--- config.mk ---
export PLATFORM = sky130hd
export DESIGN_NAME = strobe_mem_ctrl
export DESIGN_NICKNAME = d
export VERILOG_FILES = /design/src/rtl/smc_pkg.sv /design/src/rtl/smc_rst_sync.sv /design/src/rtl/smc_phase_timer.sv /design/src/rtl/smc_sequencer.sv /design/src/rtl/smc_datapath.sv /design/src/rtl/strobe_mem_ctrl.sv
export SDC_FILE = /design/constraint.sdc
export NUM_CORES = 1
export LEC_CHECK = 0
export BUFFER_PORTS_ARGS = -buffer_cell sky130_fd_sc_hd__buf_2
export CORE_AREA = 8 8 82 84
export CTS_CLUSTER_DIAMETER = 50
export DETAILED_ROUTE_END_ITERATION = 8
export DIE_AREA = 0 0 90 92
export REMOVE_ABC_BUFFERS = 1
export SKIP_LAST_GASP = 1
export SLEW_MARGIN = 5
export SYNTH_ARGS = -nofsm -noshare
export SYNTH_HDL_FRONTEND = slang
export SYNTH_HIERARCHICAL = 1
export SYNTH_SLANG_ARGS = --single-unit
--- constraint.sdc ---
create_clock -name clk -period 1.6 [get_ports clk]
set_input_delay 0.24 -clock clk [delete_from_list [all_inputs] [get_ports clk]]
set_output_delay 0.24 -clock clk [all_outputs]
set_load 0.05 [all_outputs]
--- src/rtl/smc_pkg.sv ---
package smc_pkg;

  typedef enum logic [1:0] {
    PH_IDLE   = 2'd0,
    PH_SETUP  = 2'd1,
    PH_ACCESS = 2'd2,
    PH_PRECH  = 2'd3
  } smc_phase_e;

  // Whole clock cycles covering a span, never less than one.
  function automatic int unsigned span_to_cycles(input int unsigned span_ps,
                                                 input int unsigned period_ps);
    int unsigned c;
    c = (span_ps + period_ps - 1) / period_ps;
    return (c == 0) ? 1 : c;
  endfunction

endpackage

--- src/rtl/smc_rst_sync.sv ---
module smc_rst_sync (
  input  logic clk,
  input  logic rst_n,
  output logic rst_sync_n
);

  logic stage1_q;
  logic stage2_q;

  always_ff @(posedge clk or negedge rst_n) begin
    if (!rst_n) begin
      stage1_q <= 1'b0;
      stage2_q <= 1'b0;
    end else begin
      stage1_q <= 1'b1;
      stage2_q <= stage1_q;
    end
  end

  assign rst_sync_n = stage2_q;

endmodule

--- src/rtl/smc_phase_timer.sv ---
module smc_phase_timer #(
  parameter int unsigned CNT_W = 4
) (
  input  logic             clk,
  input  logic             rst_n,
  input  logic             load_en,
  input  logic [CNT_W-1:0] load_val,
  output logic             expired
);

  logic [CNT_W-1:0] cnt_q;
  logic [CNT_W-1:0] cnt_d;
  logic             cnt_en;

  always_comb begin
    cnt_en = 1'b0;
    cnt_d  = cnt_q;
    if (load_en) begin
      cnt_en = 1'b1;
      cnt_d  = load_val;
    end else if (cnt_q != '0) begin
      cnt_en = 1'b1;
      cnt_d  = cnt_q - 1'b1;
    end
  end

  always_ff @(posedge clk or negedge rst_n) begin
    if (!rst_n) begin
      cnt_q <= '0;
    end else if (cnt_en) begin
      cnt_q <= cnt_d;
    end
  end

  assign expired = (cnt_q == '0);

endmodule

--- src/rtl/smc_sequencer.sv ---
module smc_sequencer
  import smc_pkg::*;
#(
  parameter int unsigned SETUP_CYC  = 1,
  parameter int unsigned ACCESS_CYC = 14,
  parameter int unsigned PRECH_CYC  = 12,
  parameter int unsigned CNT_W      = 4
) (
  input  logic             clk,
  input  logic             rst_n,
  input  logic             req_valid,
  input  logic             wr_q,
  input  logic             tmr_expired,
  output smc_phase_e       phase,
  output logic             accept,
  output logic             tmr_load,
  output logic [CNT_W-1:0] tmr_val,
  output logic             capture,
  output logic             req_ready
);

  localparam logic [CNT_W-1:0] SETUP_LD  = CNT_W'(SETUP_CYC - 1);
  localparam logic [CNT_W-1:0] ACCESS_LD = CNT_W'(ACCESS_CYC - 1);
  localparam logic [CNT_W-1:0] PRECH_LD  = CNT_W'(PRECH_CYC - 1);

  smc_phase_e phase_q;
  smc_phase_e phase_d;
  logic       live_q;

  assign req_ready = live_q && (phase_q == PH_IDLE);
  assign accept    = req_ready && req_valid;

  always_comb begin
    phase_d  = phase_q;
    tmr_load = 1'b0;
    tmr_val  = '0;
    capture  = 1'b0;
    unique case (phase_q)
      PH_IDLE: begin
        if (accept) begin
          phase_d  = PH_SETUP;
          tmr_load = 1'b1;
          tmr_val  = SETUP_LD;
        end
      end
      PH_SETUP: begin
        if (tmr_expired) begin
          phase_d  = PH_ACCESS;
          tmr_load = 1'b1;
          tmr_val  = ACCESS_LD;
        end
      end
      PH_ACCESS: begin
        if (tmr_expired) begin
          phase_d  = PH_PRECH;
          tmr_load = 1'b1;
          tmr_val  = PRECH_LD;
          capture  = !wr_q;
        end
      end
      PH_PRECH: begin
        if (tmr_expired) begin
          phase_d = PH_IDLE;
        end
      end
      default: phase_d = PH_IDLE;
    endcase
  end

  always_ff @(posedge clk or negedge rst_n) begin
    if (!rst_n) begin
      phase_q <= PH_IDLE;
      live_q  <= 1'b0;
    end else begin
      phase_q <= phase_d;
      live_q  <= 1'b1;
    end
  end

  assign phase = phase_q;

  // Ready drops right after a handshake.
  assert_ready_low_after_accept_R9: assert property (@(posedge clk) disable iff (!rst_n)
    accept |=> !req_ready);

  // Ready only comes back at the end of precharge (after the first reset release).
  assert_ready_returns_from_precharge_R9: assert property (@(posedge clk) disable iff (!rst_n)
    ($rose(req_ready) && $past(live_q)) |-> ($past(phase_q) == PH_PRECH));

  // A capture is only raised for reads.
  assert_capture_only_reads_R7: assert property (@(posedge clk) disable iff (!rst_n)
    capture |-> !wr_q);

endmodule

--- src/rtl/smc_datapath.sv ---
module smc_datapath #(
  parameter int unsigned ADDR_W = 13,
  parameter int unsigned DATA_W = 8
) (
  input  logic              clk,
  input  logic              rst_n,
  input  logic              accept,
  input  logic              req_write,
  input  logic [ADDR_W-1:0] req_addr,
  input  logic [DATA_W-1:0] req_wdata,
  input  logic              capture,
  input  logic [DATA_W-1:0] mem_rdata,
  output logic              wr_q,
  output logic [ADDR_W-1:0] addr_q,
  output logic [DATA_W-1:0] wdata_q,
  output logic              rsp_valid,
  output logic [DATA_W-1:0] rsp_rdata
);

  logic [DATA_W-1:0] rdata_q;
  logic              rv_q;

  // Request fields: loaded once at acceptance.
  always_ff @(posedge clk or negedge rst_n) begin
    if (!rst_n) begin
      wr_q    <= 1'b0;
      addr_q  <= '0;
      wdata_q <= '0;
    end else if (accept) begin
      wr_q    <= req_write;
      addr_q  <= req_addr;
      wdata_q <= req_wdata;
    end
  end

  // Read data: loaded on the last access cycle of a read.
  always_ff @(posedge clk or negedge rst_n) begin
    if (!rst_n) begin
      rdata_q <= '0;
    end else if (capture) begin
      rdata_q <= mem_rdata;
    end
  end

  always_ff @(posedge clk or negedge rst_n) begin
    if (!rst_n) begin
      rv_q <= 1'b0;
    end else begin
      rv_q <= capture;
    end
  end

  assign rsp_valid = rv_q;
  assign rsp_rdata = rdata_q;

  // Latched fields only move on a handshake.
  assert_fields_held_R2: assert property (@(posedge clk) disable iff (!rst_n)
    !$past(accept) |-> ($stable(addr_q) && $stable(wdata_q) && $stable(wr_q)));

endmodule

--- src/rtl/strobe_mem_ctrl.sv ---
module strobe_mem_ctrl
  import smc_pkg::*;
#(
  parameter int unsigned CLK_PERIOD_PS = 5000,
  parameter int unsigned ACCESS_PS     = 70000,
  parameter int unsigned PRECHARGE_PS  = 60000,
  parameter int unsigned SETUP_CYC     = 1,
  parameter int unsigned MAX_LOW_CYC   = 2000,
  parameter int unsigned ADDR_W        = 13,
  parameter int unsigned DATA_W        = 8
) (
  input  logic              clk,
  input  logic              rst_n,
  input  logic              req_valid,
  output logic              req_ready,
  input  logic              req_write,
  input  logic [ADDR_W-1:0] req_addr,
  input  logic [DATA_W-1:0] req_wdata,
  output logic              rsp_valid,
  output logic [DATA_W-1:0] rsp_rdata,
  output logic              mem_ce_n,
  output logic              mem_we_n,
  output logic              mem_oe_n,
  output logic [ADDR_W-1:0] mem_addr,
  output logic [DATA_W-1:0] mem_wdata,
  output logic              mem_dq_oe,
  input  logic [DATA_W-1:0] mem_rdata
);

  localparam int unsigned ACC_RAW   = span_to_cycles(ACCESS_PS, CLK_PERIOD_PS);
  localparam int unsigned LOW_LIM   = (MAX_LOW_CYC == 0) ? 1 : MAX_LOW_CYC;
  localparam int unsigned ACC_CYC   = (ACC_RAW > LOW_LIM) ? LOW_LIM : ACC_RAW;
  localparam int unsigned PRE_CYC   = span_to_cycles(PRECHARGE_PS, CLK_PERIOD_PS);
  localparam int unsigned SET_CYC   = (SETUP_CYC == 0) ? 1 : SETUP_CYC;
  localparam int unsigned MAX_PH    = (ACC_CYC > PRE_CYC) ?
                                      ((ACC_CYC > SET_CYC) ? ACC_CYC : SET_CYC) :
                                      ((PRE_CYC > SET_CYC) ? PRE_CYC : SET_CYC);
  localparam int unsigned CNT_W     = $clog2(MAX_PH + 1);
  localparam int unsigned HI_W      = $clog2(PRE_CYC + 2);
  localparam int unsigned LO_W      = $clog2(LOW_LIM + 2);

  logic             rst_int_n;
  smc_phase_e       phase;
  logic             accept;
  logic             tmr_load;
  logic [CNT_W-1:0] tmr_val;
  logic             tmr_expired;
  logic             capture;
  logic             wr_q;
  logic             busy_drive;

  smc_rst_sync u_rst_sync (
    .clk        (clk),
    .rst_n      (rst_n),
    .rst_sync_n (rst_int_n)
  );

  smc_phase_timer #(.CNT_W(CNT_W)) u_timer (
    .clk      (clk),
    .rst_n    (rst_int_n),
    .load_en  (tmr_load),
    .load_val (tmr_val),
    .expired  (tmr_expired)
  );

  smc_sequencer #(
    .SETUP_CYC  (SET_CYC),
    .ACCESS_CYC (ACC_CYC),
    .PRECH_CYC  (PRE_CYC),
    .CNT_W      (CNT_W)
  ) u_seq (
    .clk         (clk),
    .rst_n       (rst_int_n),
    .req_valid   (req_valid),
    .wr_q        (wr_q),
    .tmr_expired (tmr_expired),
    .phase       (phase),
    .accept      (accept),
    .tmr_load    (tmr_load),
    .tmr_val     (tmr_val),
    .capture     (capture),
    .req_ready   (req_ready)
  );

  smc_datapath #(.ADDR_W(ADDR_W), .DATA_W(DATA_W)) u_dp (
    .clk       (clk),
    .rst_n     (rst_int_n),
    .accept    (accept),
    .req_write (req_write),
    .req_addr  (req_addr),
    .req_wdata (req_wdata),
    .capture   (capture),
    .mem_rdata (mem_rdata),
    .wr_q      (wr_q),
    .addr_q    (mem_addr),
    .wdata_q   (mem_wdata),
    .rsp_valid (rsp_valid),
    .rsp_rdata (rsp_rdata)
  );

  // Pin decode from the registered phase.
  assign busy_drive = (phase == PH_SETUP) || (phase == PH_ACCESS);
  assign mem_ce_n   = (phase != PH_ACCESS);
  assign mem_we_n   = !(wr_q && busy_drive);
  assign mem_dq_oe  = wr_q && busy_drive;
  assign mem_oe_n   = !(!wr_q && (phase == PH_ACCESS));

  // ---- run-length counters on the enable pin, for the checks below ----
  logic [HI_W-1:0] hi_run_q;
  logic [LO_W-1:0] lo_run_q;

  always_ff @(posedge clk or negedge rst_int_n) begin
    if (!rst_int_n) begin
      hi_run_q <= HI_W'(PRE_CYC);
      lo_run_q <= '0;
    end else begin
      if (mem_ce_n) begin
        if (hi_run_q < HI_W'(PRE_CYC)) hi_run_q <= hi_run_q + 1'b1;
        lo_run_q <= '0;
      end else begin
        hi_run_q <= '0;
        lo_run_q <= lo_run_q + 1'b1;
      end
    end
  end

  assert_enable_high_after_accept_R1: assert property (@(posedge clk) disable iff (!rst_int_n)
    accept |=> mem_ce_n);

  assert_fall_from_setup_R1: assert property (@(posedge clk) disable iff (!rst_int_n)
    $fell(mem_ce_n) |-> ($past(phase) == PH_SETUP));

  assert_addr_stable_while_low_R2: assert property (@(posedge clk) disable iff (!rst_int_n)
    !mem_ce_n |-> ($stable(mem_addr) && $stable(mem_wdata)));

  assert_precharge_min_R3: assert property (@(posedge clk) disable iff (!rst_int_n)
    $fell(mem_ce_n) |-> (hi_run_q >= HI_W'(PRE_CYC)));

  assert_low_within_access_R4: assert property (@(posedge clk) disable iff (!rst_int_n)
    !mem_ce_n |-> (lo_run_q < LO_W'(ACC_CYC)));

  assert_low_full_length_R4: assert property (@(posedge clk) disable iff (!rst_int_n)
    $rose(mem_ce_n) |-> (lo_run_q == LO_W'(ACC_CYC)));

  assert_write_pins_R6: assert property (@(posedge clk) disable iff (!rst_int_n)
    !mem_we_n |-> (mem_oe_n && mem_dq_oe));

  assert_we_before_fall_R6: assert property (@(posedge clk) disable iff (!rst_int_n)
    ($fell(mem_ce_n) && mem_dq_oe) |-> $past(!mem_we_n));

  assert_rsp_single_pulse_R7: assert property (@(posedge clk) disable iff (!rst_int_n)
    rsp_valid |=> !rsp_valid);

  assert_rsp_at_precharge_start_R7: assert property (@(posedge clk) disable iff (!rst_int_n)
    rsp_valid |-> $rose(mem_ce_n));

  always @(posedge clk) begin
    if (!rst_int_n) begin
      assert_idle_pins_in_reset_R8: assert (mem_ce_n && mem_we_n && mem_oe_n &&
                                            !mem_dq_oe && !req_ready && !rsp_valid);
    end
  end

endmodule

==> metrics.csv <==
metric,value,unit
ys flop type,dfrtp_1,
setup violators final,12,
status,"complete, but fails checks",
Remaining DRCs,0,
post-synthesis adder-cell area fraction,0.0573,
Post-Layout Inst Area,2710,sq um
I/O Buffers,67,
area added between synthesis and finish,55.2,%
core footprint,5410,sq um
total track usage,0.102,
Synth top cells by count,"dfrtp_1 (40), mux2_2 (31), ha_1 (8)",
post-synth top area cell,dfrtp_1,
crit path kind,flip-flop to flip-flop,
post-synthesis mux area share,0.226,
period utilization,1.04,
R2R depth,8,
Crit Reg-Reg Startpoint,u_timer/cnt_q[1],
yosys warns,6,
min Tclk post-route,1.66,ns
final WL,4360,um
crit path capture type,flip-flop,
Synth Register Bits,40,
fraction of layout cells with a size suffix above 1,0.712,
grt ovf,0,
Compound-Gate Fraction of Synth Area,0.0229,
Startpoint Class,flip-flop,
Yosys cell types,29,
"Clk Latency, worst-skew pair",0.29,ns
"EDFF count, synth",0,
Detailed Route Iter0 Violations,56,
Die Area,8280,sq um
final worst setup slack,-0.0645,ns
Top Ports,68,
"Seq/Total Area, Yosys",0.573,
Post-Synth XOR/XNOR Area,0.00501,
Clock Skews,0.00544,ns
RSZ-0062 raised after global routing,yes,
worst hold start,req_write,
Cell Rows,27,
number of cells after detailed placement,275,
DRT Pass-1 Iters,5,
final non-filler cell total,301,
Cells after Synth,124,
Max Cap Violations,0,
"Cell Area, Synth",1750,sq um
Die W,90,um
share of flip-flops with an asynchronous set or reset,1.00,
CTS tree,built,
pin count of the biggest net entering global routing,25,
Final HPWL DP,2990,um
DP Area,2290,sq um
leading post-synthesis cells by cell area,"dfrtp_1 (57%), mux2_2 (20%), ha_1 (5.7%), mux2i_1 (1.7%), inv_1 (1.5%)",
worst-path maximum fanout,6,
clock sink total,40,
initial antenna violation count,0,
most instantiated library cell after synthesis,dfrtp_1,
largest family of logic cells by synthesized area,multiplexers,
Required @ worst endpoint,1.78,ns
antenna diode count,0,
number of max-slew violations in the final report,0,
reg2reg end,u_timer/cnt_q[3],
Synth Area per Inst,14.1,sq um
drt wl/cell,14.5,um
root buf cell,clkbuf_8,
post-synth top area share,0.573,
Max Fclk,0.601,GHz
r2r setup slk,-0.06,ns
Synth Area in Simple Gates,0.0745,
critical path arrival,1.84,ns
hold path cells,2,
vias in the first global route,1466,
final antenna-violating net count,0,
Clock Tree Buf Depth,2,
Worst Hold Path EP,u_dp/wr_q,
Vias per Instance,4.39,
H-tree depth,2,
Hold/Removal Path Class,primary input to flip-flop,
total number of vias,1322,
routability cong.,0.732,
failing checks,negative setup slack,
Final Hold Fails,0,
TritonCTS buffer count,5,
Clock Pin Slew Worst Setup and Hold Paths,0.08,ns
Die Ht,92,um
"Net count, final",269,
Starting Density,0.323,
global-route wire length before repair,6840,um
[final cells by class]
class	instances	area, sq um
clock inverter	2	38.8
inverter	7	31.3
fill	498	2700
sequential	40	1000
multi-input combinational	72	762
clock buffer	6	82.6
tap	72	90.1
timing repair buffer	102	704
[routing by layer]
metal	routed length (um)	vias up	global-route usage
met3	423	6	0.0595
met2	2070	57	0.168
met5	0	-	0
met1	1800	631	0.109
met4	65	0	0.0264
li1	-	628	-
[sequential cells by signal, summed over array words and instances (netlist names)]
name / cells
u_dp/rsp_rdata: 8
u_timer/cnt_q: 4
u_seq/phase: 2
u_rst_sync/rst_sync_n: 1
u_seq/live_q: 1
u_dp/wdata_q: 8
u_rst_sync/stage1_q: 1
u_dp/addr_q: 13
u_dp/rsp_valid: 1
u_dp/wr_q: 1
[timing repair]
action                                 4_1_cts  5_1_grt
setup endpoints to repair                   36       39
hold buffers                                 1        0
resized for setup                           27       11
pin swaps                                    7        4
cloned                                       1        1
buffers inserted                            10        5
endpoints found under the hold margin        2        0
[cell usage in the layout (no fill, tap or decap), drive strengths merged]
cell type,instances
clkbuf,7
dlygate4sd3,1
nor2,3
a21oi,1
inv,7
clkinv,1
nor3b,2
mux2,32
dfrtp,40
ha,8
nor2b,2
bufinv,1
mux2i,3
buf,100
and3b,1
a221o,1
conb,2
and2,2
nand2,5
nor3,3
and3,1
o2bb2ai,1
xnor2,1
o21ai,2
nand2b,2
[kinds of logic (layout without fill, tap and decap cells)]
logic type / Yosys count / after routing
AO/OA/AOI/OAI: 5 / 5
buffers and inverters: 12 / 117
XOR/XNOR: 1 / 1
multiplexers: 35 / 35
flip-flops: 40 / 40
adder cells (fa/ha/maj): 8 / 8
other: 2 / 2
AND/OR/NAND/NOR: 21 / 21
[stage by stage]
step	setup slack (ns)	util	TNS [ns]	hold WS, ns
6_report	-0.0645	0.501	-0.398	0.175
5_1_grt	-0.159	0.501	-1.37	0.166
4_1_cts	-0.0281	0.481	-0.0810	0.161
3_5_place_dp	-0.0837	0.423	-0.319	0.0301
3_3_place_gp	-0.0523	0.423	-0.0754	0.0302
2_1_floorplan	-0.660	-	-17.93	-0.0556
[critical path, stage by stage (launching register included)]
cell and delay, ns:
dfrtp_1 0.40, inv_2 0.09, ha_4 0.13, nor3b_4 0.22, nand2_2 0.10, a21oi_2 0.16
buf_6 0.14, nor3_2 0.04, a221o_1 0.28
[how the worst max path moves through the flow]
stage	start	to	slack [ns]	cells after the start
3_5_place_dp	u_timer/cnt_q[0]	u_timer/cnt_q[3]	-0.08	8
4_1_cts	u_seq/phase[1]	mem_we_n	-0.03	4
6_report	u_timer/cnt_q[1]	u_timer/cnt_q[3]	-0.06	8
5_1_grt	u_timer/cnt_q[1]	u_timer/cnt_q[0]	-0.16	10
2_1_floorplan	u_seq/phase[0]	u_dp/addr_q[0]	-0.66	6
3_3_place_gp	u_timer/cnt_q[0]	u_timer/cnt_q[3]	-0.05	8
Power is left out: the tool's default activity adds up to more than one toggle a clock period on the data nets, which glitch-free logic cannot reach.
